## src/rtl/bfetch_pkg.sv

```systemverilog
package bfetch_pkg;
   localparam int unsigned OFS_CTRL  = 0;
   localparam int unsigned OFS_ADDR  = 8;
   localparam int unsigned OFS_COUNT = 9;
   localparam int unsigned CTRL_CLR_BIT = 1;

   typedef enum logic {
      REQ_IDLE = 1'b0,
      REQ_WAIT = 1'b1
   } req_state_e;
endpackage

```

## src/rtl/bfetch_regs.sv

```systemverilog
module bfetch_regs #(
   parameter int unsigned AW   = 32,
   parameter int unsigned CW   = 32,
   parameter int unsigned HW   = 32,
   parameter int unsigned RA_W = 4
) (
   input  logic          clk,
   input  logic          rst_n,
   input  logic          soft_rst,
   input  logic          host_we,
   input  logic [RA_W-1:0] host_waddr,
   input  logic [HW-1:0] host_wdata,
   input  logic [RA_W-1:0] host_raddr,
   output logic [HW-1:0] host_rdata,
   input  logic          dec_done,
   input  logic          take,
   output logic [AW-1:0] addr_q,
   output logic [CW-1:0] cnt_q,
   output logic          flag_q,
   output logic          evt_q,
   output logic          done_q
);
   import bfetch_pkg::*;

   logic wr_ctrl, wr_addr, wr_cnt, last_byte, raise;

   always_comb begin
      wr_ctrl   = host_we && (host_waddr == RA_W'(OFS_CTRL));
      wr_addr   = host_we && (host_waddr == RA_W'(OFS_ADDR));
      wr_cnt    = host_we && (host_waddr == RA_W'(OFS_COUNT));
      last_byte = take && (cnt_q == CW'(1)) && !wr_cnt;
      raise     = last_byte && !dec_done && !done_q;
   end

   always_ff @(posedge clk or negedge rst_n) begin
      if (!rst_n) begin
         addr_q <= '0;
         cnt_q  <= '0;
      end else begin
         if (wr_addr)   addr_q <= host_wdata[AW-1:0];
         else if (take) addr_q <= addr_q + AW'(1);
         if (wr_cnt)    cnt_q  <= host_wdata[CW-1:0];
         else if (take) cnt_q  <= cnt_q - CW'(1);
      end
   end

   always_ff @(posedge clk or negedge rst_n) begin
      if (!rst_n) begin
         flag_q <= 1'b0;
         evt_q  <= 1'b0;
         done_q <= 1'b0;
      end else if (soft_rst) begin
         flag_q <= 1'b0;
         evt_q  <= 1'b0;
         done_q <= 1'b0;
      end else begin
         evt_q <= raise;
         if (dec_done) done_q <= 1'b1;
         if (raise) flag_q <= 1'b1;
         else if (wr_ctrl && host_wdata[CTRL_CLR_BIT]) flag_q <= 1'b0;
      end
   end

   always_comb begin
      host_rdata = '0;
      if (host_raddr == RA_W'(OFS_ADDR))       host_rdata = HW'(addr_q);
      else if (host_raddr == RA_W'(OFS_COUNT)) host_rdata = HW'(cnt_q);
      else if (host_raddr == RA_W'(OFS_CTRL))  host_rdata[CTRL_CLR_BIT] = flag_q;
   end
endmodule

```

## src/rtl/bfetch_req.sv

```systemverilog
module bfetch_req #(
   parameter int unsigned AW = 32
) (
   input  logic          clk,
   input  logic          rst_n,
   input  logic          soft_rst,
   input  logic          can_issue,
   input  logic [AW-1:0] addr_in,
   input  logic          mem_ack,
   output logic          mem_req,
   output logic [AW-1:0] mem_addr,
   output logic          take
);
   import bfetch_pkg::*;

   req_state_e state_q;

   always_ff @(posedge clk or negedge rst_n) begin
      if (!rst_n) begin
         state_q  <= REQ_IDLE;
         mem_addr <= '0;
      end else if (soft_rst) begin
         state_q <= REQ_IDLE;
      end else begin
         case (state_q)
            REQ_IDLE: if (can_issue) begin
               state_q  <= REQ_WAIT;
               mem_addr <= addr_in;
            end
            REQ_WAIT: if (mem_ack) state_q <= REQ_IDLE;
            default:  state_q <= REQ_IDLE;
         endcase
      end
   end

   always_comb begin
      mem_req = (state_q == REQ_WAIT);
      take    = mem_req && mem_ack && !soft_rst;
   end
endmodule

```

## src/rtl/bfetch_buf.sv

```systemverilog
module bfetch_buf #(
   parameter int unsigned DEPTH = 4,
   parameter int unsigned DW    = 8,
   localparam int unsigned LVL_W = $clog2(DEPTH + 1),
   localparam int unsigned PTR_W = (DEPTH > 1) ? $clog2(DEPTH) : 1
) (
   input  logic             clk,
   input  logic             rst_n,
   input  logic             flush,
   input  logic             push,
   input  logic [DW-1:0]    push_data,
   input  logic             pop,
   output logic             valid,
   output logic [DW-1:0]    data,
   output logic [LVL_W-1:0] level
);
   generate
      if (DEPTH == 1) begin : g_single
         logic          full_q;
         logic [DW-1:0] data_q;
         always_ff @(posedge clk or negedge rst_n) begin
            if (!rst_n) begin
               full_q <= 1'b0;
               data_q <= '0;
            end else if (flush) begin
               full_q <= 1'b0;
            end else begin
               full_q <= push || (full_q && !pop);
               if (push) data_q <= push_data;
            end
         end
         always_comb begin
            valid = full_q;
            data  = data_q;
            level = LVL_W'(full_q);
         end
      end else begin : g_ring
         logic [DW-1:0]    mem_q [DEPTH];
         logic [PTR_W-1:0] wr_q, rd_q;
         logic [LVL_W-1:0] lvl_q;

         function automatic logic [PTR_W-1:0] nxt(input logic [PTR_W-1:0] p);
            return (p == PTR_W'(DEPTH - 1)) ? '0 : p + PTR_W'(1);
         endfunction

         always_ff @(posedge clk or negedge rst_n) begin
            if (!rst_n) begin
               wr_q  <= '0;
               rd_q  <= '0;
               lvl_q <= '0;
            end else if (flush) begin
               wr_q  <= '0;
               rd_q  <= '0;
               lvl_q <= '0;
            end else begin
               if (push) wr_q <= nxt(wr_q);
               if (pop)  rd_q <= nxt(rd_q);
               lvl_q <= lvl_q + LVL_W'(push) - LVL_W'(pop);
            end
         end

         always_ff @(posedge clk) begin
            if (push) mem_q[wr_q] <= push_data;
         end

         always_comb begin
            valid = (lvl_q != '0);
            data  = mem_q[rd_q];
            level = lvl_q;
         end
      end
   endgenerate
endmodule

```

## src/rtl/byte_fetch.sv

```systemverilog
module byte_fetch #(
   parameter int unsigned AW        = 32,
   parameter int unsigned CW        = 32,
   parameter int unsigned HW        = 32,
   parameter int unsigned RA_W      = 4,
   parameter int unsigned BUF_DEPTH = 4
) (
   input  logic            clk,
   input  logic            rst_n,
   input  logic            soft_rst,
   input  logic            host_we,
   input  logic [RA_W-1:0] host_waddr,
   input  logic [HW-1:0]   host_wdata,
   input  logic [RA_W-1:0] host_raddr,
   output logic [HW-1:0]   host_rdata,
   input  logic            dec_done,
   output logic            mem_req,
   output logic [AW-1:0]   mem_addr,
   input  logic            mem_ack,
   input  logic [7:0]      mem_rdata,
   output logic            out_valid,
   output logic [7:0]      out_data,
   input  logic            out_ready,
   output logic            empty_flag,
   output logic            empty_evt
);
   localparam int unsigned LVL_W = $clog2(BUF_DEPTH + 1);

   generate
      if (AW > HW || CW > HW) begin : g_bad_width
         $error("address and count must fit the host data width");
      end
      if (BUF_DEPTH < 1) begin : g_bad_depth
         $error("BUF_DEPTH must be at least 1");
      end
      if (RA_W < 4) begin : g_bad_ra
         $error("RA_W must cover offset 9");
      end
   endgenerate

   logic [AW-1:0]    addr_q;
   logic [CW-1:0]    cnt_q;
   logic             done_q;
   logic             take;
   logic             can_issue;
   logic [LVL_W-1:0] buf_level;
   logic             pop;

   bfetch_regs #(.AW(AW), .CW(CW), .HW(HW), .RA_W(RA_W)) u_regs (
      .clk(clk), .rst_n(rst_n), .soft_rst(soft_rst),
      .host_we(host_we), .host_waddr(host_waddr), .host_wdata(host_wdata),
      .host_raddr(host_raddr), .host_rdata(host_rdata),
      .dec_done(dec_done), .take(take),
      .addr_q(addr_q), .cnt_q(cnt_q), .flag_q(empty_flag),
      .evt_q(empty_evt), .done_q(done_q)
   );

   always_comb begin
      can_issue = (cnt_q != '0) && !empty_flag && !done_q && !dec_done
                  && !soft_rst && (buf_level < LVL_W'(BUF_DEPTH));
      pop       = out_valid && out_ready;
   end

   bfetch_req #(.AW(AW)) u_req (
      .clk(clk), .rst_n(rst_n), .soft_rst(soft_rst),
      .can_issue(can_issue), .addr_in(addr_q), .mem_ack(mem_ack),
      .mem_req(mem_req), .mem_addr(mem_addr), .take(take)
   );

   bfetch_buf #(.DEPTH(BUF_DEPTH), .DW(8)) u_buf (
      .clk(clk), .rst_n(rst_n), .flush(soft_rst),
      .push(take), .push_data(mem_rdata), .pop(pop),
      .valid(out_valid), .data(out_data), .level(buf_level)
   );
endmodule

```

## config.mk

```make
export PLATFORM = sky130hd
export DESIGN_NAME = byte_fetch
export DESIGN_NICKNAME = d
export VERILOG_FILES = /design/src/rtl/bfetch_pkg.sv /design/src/rtl/bfetch_regs.sv /design/src/rtl/bfetch_req.sv /design/src/rtl/bfetch_buf.sv /design/src/rtl/byte_fetch.sv
export SDC_FILE = /design/constraint.sdc
export NUM_CORES = 1
export LEC_CHECK = 0
export ABC_CLOCK_PERIOD_IN_PS = 2750
export BUFFER_PORTS_ARGS = -buffer_cell sky130_fd_sc_hd__buf_4
export CAP_MARGIN = 20
export CORE_MARGIN = 2
export CORE_UTILIZATION = 56
export DETAILED_ROUTE_END_ITERATION = 8
export MAX_ROUTING_LAYER = met4
export PLACE_DENSITY = 0.83
export SLEW_MARGIN = 25
export SYNTH_ARGS = -nofsm -noshare
export SYNTH_HDL_FRONTEND = slang
export SYNTH_SLANG_ARGS = --single-unit
export TNS_END_PERCENT = 10
```

## constraint.sdc

```tcl
create_clock -name clk -period 2.75 [get_ports clk]
set_input_delay 0.4125 -clock clk [delete_from_list [all_inputs] [get_ports clk]]
set_output_delay 0.4125 -clock clk [all_outputs]
set_load 0.005 [all_outputs]
```

# After elaboration in Yosys (flattened, before gate mapping)
# Memory sizes are Yosys's and may differ from the RTL's.
# Cells that the tools add are included.
totals:
  word_cells: 87
  register_bits: 107
  inputBits: 55
  output_inout_bits: 76
  n_memories: 1
  ramBits: 32
op_classes:
  n_eq_ne: 7
  n_reduce_logical: 32
  muxes: 28
  addsub: 6
  magnitude_cmp: 1
  bitwise_logic: 2
memory_table:
  columns: ["name", "words", "word_bits", "read_ports", "rd_clocked_by_memory_dff", "wr", "line", "rtl"]
  rows:
  - ["u_buf.g_ring.mem_q", 4, 8, 1, 0, 1, "bfetch_buf.sv:38", "logic [DW-1:0] mem_q [DEPTH];"]
ops:
  columns: ["op", "count"]
  rows:
  - ["$mux W32", 5]
  - ["$add A32 B1 Y32 const B", 1]
  - ["$eq A32 B1 Y1 const B", 1]
  - ["$reduce_bool A32 Y1", 1]
  - ["$sub A32 B1 Y32 const B", 1]
  - ["$mux W30", 1]
  - ["$eq A4 B4 Y1 const B", 4]
  - ["$logic_and A1 B1 Y1", 16]
  - ["$mux W1", 14]
  - ["$mux W2", 6]
  - ["$reduce_bool A2 Y1", 5]
  - ["$logic_not A4 Y1", 2]
  - ["$reduce_bool A3 Y1", 2]
  - ["$logic_not A1 Y1", 5]
  - ["$add A2 B1 Y2 const B", 2]
  - ["$eq A2 B2 Y1 const B", 2]
  - ["$add A3 B1 Y3", 1]
  - ["$lt A3 B3 Y1 const B", 1]
  - ["$mux W3", 1]
  - ["$reduce_and A3 Y1", 1]
  - ["$sub A3 B1 Y3", 1]
  - ["$not A1 Y1", 2]
  - ["$pmux W1 S2", 1]

# Logic depth before layout (Yosys ltp)
logic_depth:
  word_depth: 9
  depth_mapped: 10
  mapped_depth_nobuf: 10

# Modules after synthesis
# A second synthesis with hierarchy kept.
hier_totals:
  hier_cells: 614
  area_unflattened_um2: 7018.0
modules_own_cells:
  columns: ["module", "cells_per_inst", "n_inst", "area_each_um2"]
  rows:
  - ["bfetch_regs", 446, 1, 4048.9]
  - ["bfetch_buf", 81, 1, 1599.0]
  - ["bfetch_req", 73, 1, 1257.5]
  - ["byte_fetch", 14, 1, 112.6]

# Worst setup path before layout
# Ideal clock, no wire load.
synth_timing:
  path_kind: "reg2reg"
  startpoint: "register u_regs.cnt_q[22]"
  endpoint: "register u_req.mem_addr[10]"
  t_arrival_ns: 2.046
  setup_time_ns: 0.125
  stages_incl_launch_ff: 8
  n_path_buf: 2
  synth_period_minus_slack_ns: 2.171
  slack_ns: 0.579
  required_time_ns: 2.625
  cell_sequence: "dfrtp_1 > or4_1 > buf_2 > nor4_4 > and4_4 > a21oi_4 > buf_6 > mux2_4"
synth_via:
  elab_chain_cells: 7
synth_rtl:
  columns: ["item", "line", "rtl"]
  rows:
  - ["start: declaration", "bfetch_regs.sv:18", "output logic [CW-1:0] cnt_q,"]
  - ["start signal: assignment", "bfetch_regs.sv:42", "if (wr_cnt) cnt_q <= host_wdata[CW-1:0];"]
  - ["start signal: assignment", "bfetch_regs.sv:43", "else if (take) cnt_q <= cnt_q - CW'(1);"]
  - ["$reduce_bool A32 Y1", "byte_fetch.sv:59", "can_issue = (cnt_q != '0) && !empty_flag && !done_q && !dec_done"]
  - ["$logic_and A1 B1 Y1 (3 in series)", "byte_fetch.sv:59", null]
  - ["$logic_and A1 B1 Y1 (2 in series)", "byte_fetch.sv:60", "&& !soft_rst && (buf_level < LVL_W'(BUF_DEPTH));"]
  - ["$reduce_and A3 Y1 (no line)", null, null]
  - ["end signal: assignment", "bfetch_req.sv:28", "mem_addr <= addr_in;"]
  - ["end: declaration", "bfetch_req.sv:11", "output logic [AW-1:0] mem_addr,"]
# No other way between the ends.
# A chain may end at the register's enable or synchronous reset.

# Worst setup path in the final report
layout_timing:
  startpoint: "register u_regs.cnt_q[22]"
  endpoint: "register u_req.mem_addr[4]"
# The elaborated chain is that of the path after synthesis.

==> results.toml <==
[worst_setup_path]
cp.required_ns = 3.05
cp.arrival_ns = 2.73
critPathMaxFanout = 16
start_kind = "flop"
worstSetupPathType = "flop to flop"
crit_path_end_kind = "flop"

[clock_network]
postCtsSetupRepairBufs = 0
clock_sinks = 139
cts_hold_buffers = 0
ctsLongestPathBuffers = 2
cts-root-buf = "clkbuf_16"
numCtsBuffers = 17
cts-htree-levels = 4
tritoncts = "done"
clk_pin_slew_ns = 0.06
cts_resized = 0
clock_latency_ns = 0.43

[final_layout]
multi_input_area_um2 = 3300
diodes = 0
final_area_um2 = 8910
syn2layout_area_growth_pct = 25.5
layout-drive-gt1-share_pct = 31.0
nets = 825
num-fill-cells = 893
regArea_um2 = 3640
fin_util_pct = 71.2

[detailed_routing]
dr.pass1.iters = 5
post_drt_via_cell_ratio = 6.00
drtAntennaViolNets = 0
routed_wl_um = 18200
vias = 5660
drt_iter0_markers = 551
wire_per_inst_um = 19.2
remaining_drc_errors = 0

[floorplanning]
core-area_um2 = 12500
io_pins = 131
initial_core_util_pct = 56.7
die_h_um = 117
row_count = 41
die_width_um = 117
dieArea_um2 = 13600

[timing]
period_share_pct = 88.3
hold_slack_ns = 0.0381
max_freq_mhz = 412
grt_setup_unrepaired = "false"
finalHoldViolCount = 0
setup_tns_ns = 0
setup_violations = 0
worst_pin_slew_ns = 0.741
period_minus_slack_ns = 2.43
slew_viol_final = 0
fin_skew_ns = 0.0181
max_slew_margin_pct = 50.6

[run]
drv_cap = 0

[power_and_ir_drop]
power_density_nw_per_um2 = 821
ir_worst_vdd_v = 0.000428
p_total_mw = 7.31
total_leakage_power_nw = 3.76

[logic_synthesis]
syn_avg_cell_area_um2 = 11.3
synth_cells = 627
yosysUniqueCellTypes = 51
synth-main-ff-cell = "dfrtp_1"
ys_warn_count = 0
async_flop_share_pct = 77.0
synth-seq-area-share_pct = 51.3
netlist_area_um2 = 7100
ys_ff_latch = 139
synth_edf_count = 32
synth_fp_nets = 694

[min_path]
holdCritPathClass = "input port to async pin"

[grt]
track_usage_pct = 28.6
grt_util_met1_pct = 35.9
first_global_vias = 5641
grt_overflow = 0
grtUsageMet3_pct = 6.49
grt_max_degree = 63
grt_util_met2_pct = 44.9
grt_pass1_wl_um = 28700
antenna_found_initial = 0
top_usage_layer = "met2"

[placed_design]
place.detailed.hpwl_um = 12500
place.gp.congestion = 0.951
place_area_um2 = 8310
portBuffers = 130

[run_status]
status = "finished clean"
[layer usage]
metal / share of wire, % / wire length [um] / up-vias
met1: 41 / 7420 / 2787
met4: 2.8 / 512 / 0
met5: 0 / 0 / -
met3: 7.3 / 1320 / 47
met2: 49 / 8900 / 276
li1: - / - / 2550
[flip-flops by register name, summed over array words and instances (netlist names)]
register            cells
u_regs.evt_q            1
u_regs.flag_q           1
u_regs.addr_q          32
u_req.mem_addr         32
u_regs.done_q           1
u_regs.cnt_q           32
u_buf.g_ring.wr_q       2
u_req.mem_req           1
u_buf.g_ring.rd_q       2
u_buf.g_ring.mem_q     32
u_buf.level             3
[cell usage in the layout, fill, tap and decap left out, types with 7 or more instances in the layout]
cell type  count
a22o_1        31
nand3_1       25
buf_4        145
o21ai_0       55
nor3_1        13
or4_1         10
nand4_1       21
nor2_1        25
xor2_1        43
dfrtp_1      107
ha_1          11
inv_1          8
edfxtp_1      32
mux4_2         8
mux2_2         7
clkbuf_16     17
and3_1         7
mux2_4        29
nand2_1       81
xnor2_1       16
[critical path: stages, from the launching register on]
cell and delay [ns]:
dfrtp_1 0.41, or4_1 0.70, nor4_4 0.28, and4_4 0.28, a21oi_4 0.06, buf_4 0.24
mux2_4 0.33
[cell usage after synthesis (all sizes together) (2+ instances only)]
cell	instances	share of area, %
mux4	8	2.5
inv	9	0.48
dfrtp	107	38
or4	10	1.1
nand2	81	4.3
and3	7	0.62
nor3	16	1.4
or2	2	0.18
ha	11	1.9
xor2	43	5.3
a22o	31	3.8
buf	7	0.74
xnor2	16	2.0
nand4b	5	0.62
nand4	21	1.9
o211ai	2	0.21
and2	5	0.44
clkbuf	28	1.5
nor4b	3	0.37
nor2	26	1.5
edfxtp	32	14
nor4	10	1.6
and4	3	0.41
o311ai	2	0.25
nand3b	3	0.32
nor2b	4	0.35
a21oi	7	0.65
o21ai	55	3.9
mux2	36	7.2
nand3	25	1.8
or3	4	0.35
[stage by stage]
stage                     instances  worst slack, ns
final                           943            0.323
after global routing            943            0.222
after CTS                       943            0.329
after detailed placement        911            0.340
after global placement          911            0.403
after floorplan                 627            0.579
[report_power, final]
part           internal [mW]  switching, mW  leakage (nW)  total (mW)
Combinational           1.09          0.721          1.83        1.81
Clock                   1.30          0.999         0.289        2.30
Sequential              2.60          0.605          1.64        3.20
[area by class of cell]
class                           instances  area share [%]
Sequential cell                       139            40.8
Multi-Input combinational cell        444            37.0
Timing Repair Buffer                  147            12.7
Clock buffer                           17            4.77
Tap cell                              172            2.42
Clock inverter                         15            1.94
Inverter                                9           0.379
[cells by family (layout without fill, tap and decap cells)]
group                    Yosys count  in the layout  synth area share (%)
flip-flops                       139            139                  51.3
multiplexers                      45             45                  9.92
adder cells (fa/ha/maj)           12             12                  2.22
AO/OA/AOI/OAI                    102            102                  9.36
XOR/XNOR                          59             59                  7.28
buffers and inverters             44            188                  2.70
AND/OR/NAND/NOR                  226            226                  17.3
[worst paths after layout]
| path | from | endpoint | slack (ns) | cells after the start |
|---|---|---|---|---|
| worst max-delay path | u_regs.cnt_q[22] | u_req.mem_addr[4] | 0.32 | 6 |
| worst min-delay path | rst_n | u_req.mem_addr[28] | 0.04 | 1 |
| worst max register to register | u_regs.cnt_q[22] | u_req.mem_addr[4] | 0.32 | 6 |
| worst min register to register | u_regs.done_q | u_regs.done_q | 0.49 | 2 |
| max in group asynchronous | rst_n | u_req.mem_addr[5] | 1.99 | 2 |
| min in group clk | mem_rdata[0] | u_buf.g_ring.mem_q[2][0] | 0.19 | 1 |
No activity file was read; power rests on OpenSTA's default activity.
